**src/rtl/irq_redir_pkg.sv**
```systemverilog
package irq_redir_pkg;
  localparam int unsigned ENT_W     = 64;
  localparam int unsigned WORD_W    = 32;
  localparam int unsigned IDX_W     = 8;
  localparam logic [7:0]  OFS_SEL   = 8'h00;
  localparam logic [7:0]  OFS_WIN   = 8'h10;
  localparam logic [2:0]  ACC_BYTES = 3'd4;
  localparam logic [7:0]  IDX_ID    = 8'h00;
  localparam logic [7:0]  IDX_VER   = 8'h01;
  localparam logic [7:0]  IDX_ARB   = 8'h02;
  localparam int unsigned IDX_TBL   = 16;
  localparam logic [7:0]  VER_LOW   = 8'h11;
  localparam int unsigned ID_LSB    = 24;
  localparam int unsigned ID_W      = 8;
  localparam int unsigned BIT_MASK  = 16;
  localparam int unsigned BIT_TRIG  = 15;
  localparam int unsigned BIT_DSTM  = 11;
  localparam int unsigned DLV_LSB   = 8;
  localparam int unsigned DLV_W     = 3;
  localparam logic [2:0]  DLV_FIXED = 3'b000;
  localparam int unsigned VEC_W     = 8;
  localparam int unsigned DID_LSB   = 56;
  localparam int unsigned DID_W     = 8;
  localparam logic [7:0]  DID_ALL   = 8'hFF;
  localparam logic [63:0] ENTRY_RST = 64'h0001_0000_0001_0000;
endpackage

```
**src/rtl/irq_redir_regs.sv**
```systemverilog
module irq_redir_regs
  import irq_redir_pkg::*;
#(
  parameter int unsigned NPIN = 16
) (
  input  logic                        clk,
  input  logic                        arst_n,
  input  logic                        bus_req,
  input  logic                        bus_we,
  input  logic [7:0]                  bus_addr,
  input  logic [2:0]                  bus_size,
  input  logic [WORD_W-1:0]           bus_wdata,
  output logic [WORD_W-1:0]           bus_rdata,
  output logic [WORD_W-1:0]           sel_q,
  output logic [NPIN-1:0][ENT_W-1:0]  tbl_q,
  output logic [NPIN-1:0][ENT_W-1:0]  tbl_nx,
  output logic [NPIN-1:0]             tbl_wr
);
  localparam logic [WORD_W-1:0] VER_VAL = (WORD_W'(NPIN) << 16) | WORD_W'(VER_LOW);

  logic             acc_ok, wr_sel, wr_win, rd_acc;
  logic [IDX_W-1:0] idx;
  logic [ID_W-1:0]  id_q, id_d;
  logic             id_en;
  logic [WORD_W-1:0] win_val;

  always_comb begin
    acc_ok = bus_req && (bus_size == ACC_BYTES) &&
             ((bus_addr == OFS_SEL) || (bus_addr == OFS_WIN));
    wr_sel = acc_ok && bus_we && (bus_addr == OFS_SEL);
    wr_win = acc_ok && bus_we && (bus_addr == OFS_WIN);
    rd_acc = acc_ok && !bus_we;
    idx    = sel_q[IDX_W-1:0];
    id_en  = wr_win && (idx == IDX_ID);
    id_d   = bus_wdata[ID_LSB +: ID_W];
  end

  always_ff @(posedge clk or negedge arst_n) begin
    if (!arst_n) begin
      sel_q <= '0;
    end else if (wr_sel) begin
      sel_q <= bus_wdata;
    end
  end

  always_ff @(posedge clk or negedge arst_n) begin
    if (!arst_n) begin
      id_q <= '0;
    end else if (id_en) begin
      id_q <= id_d;
    end
  end

  for (genvar p = 0; p < NPIN; p++) begin : g_ent
    localparam logic [IDX_W-1:0] LO_IDX = IDX_W'(IDX_TBL + 2 * p);
    localparam logic [IDX_W-1:0] HI_IDX = IDX_W'(IDX_TBL + 2 * p + 1);
    logic hit_lo, hit_hi;

    always_comb begin
      hit_lo    = wr_win && (idx == LO_IDX);
      hit_hi    = wr_win && (idx == HI_IDX);
      tbl_wr[p] = hit_lo || hit_hi;
      tbl_nx[p] = tbl_q[p];
      if (hit_lo) tbl_nx[p][WORD_W-1:0]     = bus_wdata;
      if (hit_hi) tbl_nx[p][ENT_W-1:WORD_W] = bus_wdata;
    end

    always_ff @(posedge clk or negedge arst_n) begin
      if (!arst_n) begin
        tbl_q[p] <= ENTRY_RST;
      end else if (tbl_wr[p]) begin
        tbl_q[p] <= tbl_nx[p];
      end
    end
  end

  always_comb begin
    win_val = '0;
    if ((idx == IDX_ID) || (idx == IDX_ARB)) begin
      win_val = WORD_W'(id_q) << ID_LSB;
    end else if (idx == IDX_VER) begin
      win_val = VER_VAL;
    end
    for (int p = 0; p < NPIN; p++) begin
      if (idx == IDX_W'(IDX_TBL + 2 * p))     win_val = tbl_q[p][WORD_W-1:0];
      if (idx == IDX_W'(IDX_TBL + 2 * p + 1)) win_val = tbl_q[p][ENT_W-1:WORD_W];
    end
  end

  always_comb begin
    bus_rdata = '0;
    if (rd_acc) begin
      bus_rdata = (bus_addr == OFS_SEL) ? sel_q : win_val;
    end
  end
endmodule

```
**src/rtl/irq_redir_pin.sv**
```systemverilog
module irq_redir_pin
  import irq_redir_pkg::*;
(
  input  logic             clk,
  input  logic             arst_n,
  input  logic             irq,
  input  logic [ENT_W-1:0] entry_nx,
  input  logic             tbl_wr,
  input  logic             grant,
  output logic             fire_q,
  output logic             pend_q,
  output logic             lvl_q
);
  logic masked, level, ok, rise, replay;
  logic fire_d, pend_d;
  logic lvl_en, pend_en, fire_en;
  logic unused_fields;

  assign unused_fields = ^{entry_nx[ENT_W-1:BIT_MASK+1], entry_nx[14:12], entry_nx[7:0]};

  always_comb begin
    masked = entry_nx[BIT_MASK];
    level  = entry_nx[BIT_TRIG];
    ok     = !masked && !entry_nx[BIT_DSTM] &&
             (entry_nx[DLV_LSB +: DLV_W] == DLV_FIXED);
    rise   = irq && !lvl_q;
    replay = tbl_wr && pend_q && !masked;

    pend_d = pend_q;
    if (replay)                   pend_d = 1'b0;
    if (rise && masked && level)  pend_d = 1'b1;

    fire_d = (fire_q && !grant) || (rise && ok) || (replay && irq && ok);

    lvl_en  = (irq != lvl_q);
    pend_en = (pend_d != pend_q);
    fire_en = (fire_d != fire_q);
  end

  always_ff @(posedge clk or negedge arst_n) begin
    if (!arst_n) begin
      lvl_q <= 1'b0;
    end else if (lvl_en) begin
      lvl_q <= irq;
    end
  end

  always_ff @(posedge clk or negedge arst_n) begin
    if (!arst_n) begin
      pend_q <= 1'b0;
    end else if (pend_en) begin
      pend_q <= pend_d;
    end
  end

  always_ff @(posedge clk or negedge arst_n) begin
    if (!arst_n) begin
      fire_q <= 1'b0;
    end else if (fire_en) begin
      fire_q <= fire_d;
    end
  end
endmodule

```
**src/rtl/irq_redir_deliver.sv**
```systemverilog
module irq_redir_deliver
  import irq_redir_pkg::*;
#(
  parameter int unsigned NPIN = 16,
  parameter int unsigned NCPU = 8
) (
  input  logic                       clk,
  input  logic                       arst_n,
  input  logic [NPIN-1:0]            fire_vec,
  input  logic [NPIN-1:0][ENT_W-1:0] tbl_q,
  input  logic [NCPU-1:0]            cpu_active,
  output logic [NPIN-1:0]            grant,
  output logic                       dlv_valid,
  output logic [VEC_W-1:0]           dlv_vector,
  output logic [NCPU-1:0]            dlv_dest
);
  logic [ENT_W-1:0] sel_e;
  logic [DID_W-1:0] did;
  logic [NCPU-1:0]  dest_d;
  logic             valid_d;
  logic             unused_bits;

  assign unused_bits = ^sel_e[DID_LSB-1:VEC_W];

  always_comb begin
    grant = fire_vec & (~fire_vec + NPIN'(1));
    sel_e = '0;
    for (int p = 0; p < NPIN; p++) begin
      if (grant[p]) sel_e = sel_e | tbl_q[p];
    end
    did    = sel_e[DID_LSB +: DID_W];
    dest_d = '0;
    if (did == DID_ALL) begin
      dest_d = cpu_active;
    end else begin
      for (int c = 0; c < NCPU; c++) begin
        dest_d[c] = (did == DID_W'(c));
      end
    end
    valid_d = (|fire_vec) && (|dest_d);
  end

  always_ff @(posedge clk or negedge arst_n) begin
    if (!arst_n) begin
      dlv_valid <= 1'b0;
    end else begin
      dlv_valid <= valid_d;
    end
  end

  always_ff @(posedge clk or negedge arst_n) begin
    if (!arst_n) begin
      dlv_vector <= '0;
      dlv_dest   <= '0;
    end else if (valid_d) begin
      dlv_vector <= sel_e[VEC_W-1:0];
      dlv_dest   <= dest_d;
    end
  end
endmodule

```
**src/rtl/irq_redir_ctrl.sv**
```systemverilog
module irq_redir_ctrl
  import irq_redir_pkg::*;
#(
  parameter int unsigned NPIN = 16,
  parameter int unsigned NCPU = 8
) (
  input  logic              clk,
  input  logic              rst_n,
  input  logic              bus_req,
  input  logic              bus_we,
  input  logic [7:0]        bus_addr,
  input  logic [2:0]        bus_size,
  input  logic [31:0]       bus_wdata,
  output logic [31:0]       bus_rdata,
  input  logic [NPIN-1:0]   irq_in,
  input  logic [NCPU-1:0]   cpu_active,
  output logic              dlv_valid,
  output logic [7:0]        dlv_vector,
  output logic [NCPU-1:0]   dlv_dest
);
  logic [1:0]                 rst_sync;
  logic                       arst_n;
  logic [WORD_W-1:0]          sel_q;
  logic [NPIN-1:0][ENT_W-1:0] tbl_q, tbl_nx;
  logic [NPIN-1:0]            tbl_wr, grant, fire_vec, pend_vec, lvl_vec;

  always_ff @(posedge clk or negedge rst_n) begin
    if (!rst_n) begin
      rst_sync <= 2'b00;
    end else begin
      rst_sync <= {rst_sync[0], 1'b1};
    end
  end
  assign arst_n = rst_sync[1];

  irq_redir_regs #(.NPIN(NPIN)) u_regs (
    .clk(clk), .arst_n(arst_n),
    .bus_req(bus_req), .bus_we(bus_we), .bus_addr(bus_addr),
    .bus_size(bus_size), .bus_wdata(bus_wdata), .bus_rdata(bus_rdata),
    .sel_q(sel_q), .tbl_q(tbl_q), .tbl_nx(tbl_nx), .tbl_wr(tbl_wr)
  );

  for (genvar p = 0; p < NPIN; p++) begin : g_pin
    irq_redir_pin u_pin (
      .clk(clk), .arst_n(arst_n), .irq(irq_in[p]),
      .entry_nx(tbl_nx[p]), .tbl_wr(tbl_wr[p]), .grant(grant[p]),
      .fire_q(fire_vec[p]), .pend_q(pend_vec[p]), .lvl_q(lvl_vec[p])
    );
  end

  irq_redir_deliver #(.NPIN(NPIN), .NCPU(NCPU)) u_dlv (
    .clk(clk), .arst_n(arst_n), .fire_vec(fire_vec), .tbl_q(tbl_q),
    .cpu_active(cpu_active), .grant(grant), .dlv_valid(dlv_valid),
    .dlv_vector(dlv_vector), .dlv_dest(dlv_dest)
  );

  logic unused_lvl;
  assign unused_lvl = ^lvl_vec;
endmodule

```
**config.mk**
```make
export PLATFORM = sky130hd
export DESIGN_NAME = irq_redir_ctrl
export DESIGN_NICKNAME = d
export VERILOG_FILES = /design/src/rtl/irq_redir_pkg.sv /design/src/rtl/irq_redir_regs.sv /design/src/rtl/irq_redir_pin.sv /design/src/rtl/irq_redir_deliver.sv /design/src/rtl/irq_redir_ctrl.sv
export SDC_FILE = /design/constraint.sdc
export NUM_CORES = 2
export LEC_CHECK = 0
export BUFFER_PORTS_ARGS = -buffer_cell sky130_fd_sc_hd__buf_2
export CORE_UTILIZATION = 42
export DETAILED_ROUTE_END_ITERATION = 7
export PLACE_DENSITY = 0.68
export SETUP_SLACK_MARGIN = 0.2
export SYNTH_ARGS = -nofsm -noshare
export SYNTH_HDL_FRONTEND = slang
export SYNTH_SLANG_ARGS = --single-unit
```
**constraint.sdc**
```tcl
create_clock -name clk -period 33 [get_ports clk]
set_clock_uncertainty 0.1 [all_clocks]
set_input_delay 1.65 -clock clk [delete_from_list [all_inputs] [get_ports clk]]
set_output_delay 1.65 -clock clk [all_outputs]
set_load 0.05 [all_outputs]
```
==> out/metrics.yaml <==
antenna_found_initial: 15
rr_worst_depth: 10
port-buffer-count: 119
r2r_slack_ns: 27.37
clk_path_buf_depth: 3
synth.avg_cell_area_sq_um: 10.3
num_vias: 45700
grt_max_degree: 187
cts_setup_buffers: 0
hold_slack_ns: 0.250
first_iter_violations: 7405
min_period_over_period: 0.239
swShare: 0.260
critPathSlowestCell: "dfrtp_4"
drc_errors: 16
synth.most_common_cell: "nand2_1"
outcome: "finished with violations"
synth_largest_area_cell: "dfrtp_1"
io_pins: 120
grt_overflow: 0
yosys.area_share.simple: 0.145
htreeDepth: 3
die_w_um: 360
worst_slew_pin_slew_ns: 1.37
clock_power_share: 0.457
vias_per_cell: 6.58
violations: "design-rule violations"
clkSinkCount: 1131
die_area_sq_mm: 0.130
fin_tns_setup_ns: 0
hold_viol_final: 0
max_freq_mhz: 127
synth-edff-count: 0
synth_top_area_frac: 0.511
synthMuxAreaShare: 0.171
fp.coreArea_sq_mm: 0.127
netlist_instances: 5217
avgRoutedWirePerCell_um: 31.3
layout-drive-gt1-share: 0.257
p_seq_frac: 0.467
cts-hold-fix-buffers: 0
internal_power_mw: 2.24
numCtsBuffers: 117
path_max_fanout: 118
synth_warnings: 0
synthesis.area_sq_mm: 0.0539
synth_compound_area_frac: 0.119
finalCriticalPeriod_ns: 7.89
clk_latency_ns: 0.77
final_cell_area_sq_mm: 0.0603
hp-start: "rst_sync[0]"
synth_area_leaders: "dfrtp_1, mux2_2, nand2_1"
grt_pass1_vias: 44200
rows: 131
grt_pass1_wl_mm: 313
cap_violations: 0
final_core_util: 0.474
hold_path.class: "flip-flop to flip-flop"
placed_area_sq_mm: 0.0563
total_power_mw: 3.03
clkTransAtPathRegs_ns: 0.07
p_per_area_mw_per_mm2: 50.2
synth-xor-area-share: 0
synth_top_family_by_area: "multiplexers"
drt_wl_total_mm: 218
seq_area_frac_synth: 0.526
p_sw_mw: 0.787
min_to: "rst_sync[1]"
critPathKind: "flip-flop to primary output"
ctsResizeCount: 0
rsz0062_at_grt: "false"
place.gp.congestion: 1.00
synthToLayoutAreaGrowth_pct: 12.0
comb_power_share: 0.076
initial_core_util: 0.423
syn_nets: 5304
synth_cell_types: 89
p_leak_nw: 29.6
fin_nets: 5268
synth-async-reset-ratio: 1.00
drtPass1Iterations: 8
cts_root_buf: "clkbuf_16"
dieHeight_um: 360
final_max_slew_viol_count: 0
cts_tree: "done"
holdPathStages: 0
ir_drop_mv: 0.0435
dpl.hpwl_mm: 137
synthAdderAreaFrac: 0.00372
critPathMaxStageDelay_ns: 0.84
setup_viol: 0
grtUsageTotal: 0.329
critPathLaunchType: "flip-flop"
ys_ff_latch: 1131
timing.rr.end: "u_dlv.dlv_vector[0]"
worstReg2RegStart: "g_pin[0].u_pin.fire_q"
crit_required_ns: 31.25
path_cells: "buf_12 -> nor2b_2 -> buf_4 -> and3_1 -> buf_4 -> nand2_1 -> nand3_1 -> o211ai_1 -> a31oi_1 -> o221ai_1 -> a221o_1 -> a31oi_1 -> buf_2"
yosys-top-cells-count: "nand2_1, dfrtp_1, mux2_2, clkbuf_1, o21ai_0"
cp-end-kind: "primary output"
synthFlopType: "dfrtp_1"
max_slew_margin: 0.0826
cp.arrival_ns: 6.14
antenna_left: 0
==> power by group through the flow <==
stage	registers (mW)	logic, mW	clock network [mW]
final	1.42	0.230	1.38
after global routing	1.42	0.239	1.44
after CTS	1.42	0.222	1.38
after detailed placement	1.44	0.222	0
after global placement	1.44	0.218	0
after floorplan	1.47	0.104	0
==> layout make-up <==
cell class | instances | area, sq um
timing repair buffer | 276 | 1820
multi-input combinational | 3618 | 23900
clock inverter | 51 | 527
clock buffer | 171 | 3460
inverter | 37 | 140
antenna | 2 | 5.00
fill | 11600 | 67000
sequential | 1131 | 28400
tap | 1662 | 2080
==> routing by layer <==
layer,routed length (um),GRT usage
met5,188,0.00555
met4,16800,0.207
met3,30300,0.111
met2,90800,0.474
met1,79500,0.421
==> cells in the final DEF (no fill, tap or decap), drive strengths merged, types with 49 or more instances in the layout <==
| master | synthesis | layout |
|---|---|---|
| mux2i | 57 | 57 |
| nor2 | 170 | 170 |
| clkbuf | 342 | 171 |
| dfrtp | 1099 | 1099 |
| o22ai | 49 | 49 |
| mux2 | 737 | 737 |
| nand3 | 68 | 68 |
| a21oi | 149 | 149 |
| a221oi | 65 | 65 |
| a22oi | 139 | 139 |
| buf | 89 | 276 |
| nor3 | 60 | 60 |
| o21ai | 190 | 190 |
| nand2 | 1410 | 1410 |
==> kinds of logic after synthesis <==
logic type / Yosys count
buffers and inverters: 468
DFF: 1131
and+or+nand+nor: 1872
adders and majority gates: 16
other: 1
AOI/OAI and AO/OA: 920
muxes: 809
==> metrics by stage <==
| step | setup slack [ns] | instances |
|---|---|---|
| 2_1_floorplan | 14.59 | 5217 |
| 3_3_place_gp | 26.16 | 6724 |
| 3_5_place_dp | 26.11 | 6724 |
| 4_1_cts | 25.33 | 6946 |
| 5_1_grt | 25.06 | 6946 |
| 6_report | 25.11 | 6948 |
==> worst max path at each step <==
stage          slack, ns       startpoint                    end  cells past startpoint
2_1_floorplan      14.59      rst_sync[1]  g_pin[0].u_pin.fire_q                      0
3_3_place_gp       26.16  u_regs.sel_q[1]          bus_rdata[12]                     13
3_5_place_dp       26.11  u_regs.sel_q[1]          bus_rdata[12]                     13
4_1_cts            25.33  u_regs.sel_q[1]          bus_rdata[12]                     13
5_1_grt            25.06  u_regs.sel_q[1]          bus_rdata[12]                     13
6_report           25.11  u_regs.sel_q[1]          bus_rdata[12]                     13
==> state kept, by name, summed over array words and instances, names as in the netlist <==
register,flops
u_dlv.dlv_vector,8
u_regs.id_q,8
g_pin.u_pin.lvl_q,16
u_dlv.dlv_dest,8
rst_sync,2
u_regs.sel_q,32
u_regs.tbl_q,1024
u_dlv.dlv_valid,1
g_pin.u_pin.fire_q,16
g_pin.u_pin.pend_q,16
==> worst max-delay path, delay by kind of cell (launching register included) <==
family	cells	cell delay, ns
and+or+nand+nor	4	1.06
DFF	1	0.84
AOI/OAI and AO/OA	5	1.64
buffers and inverters	4	1.68
Note: power is estimated with default switching activity, not from simulation.
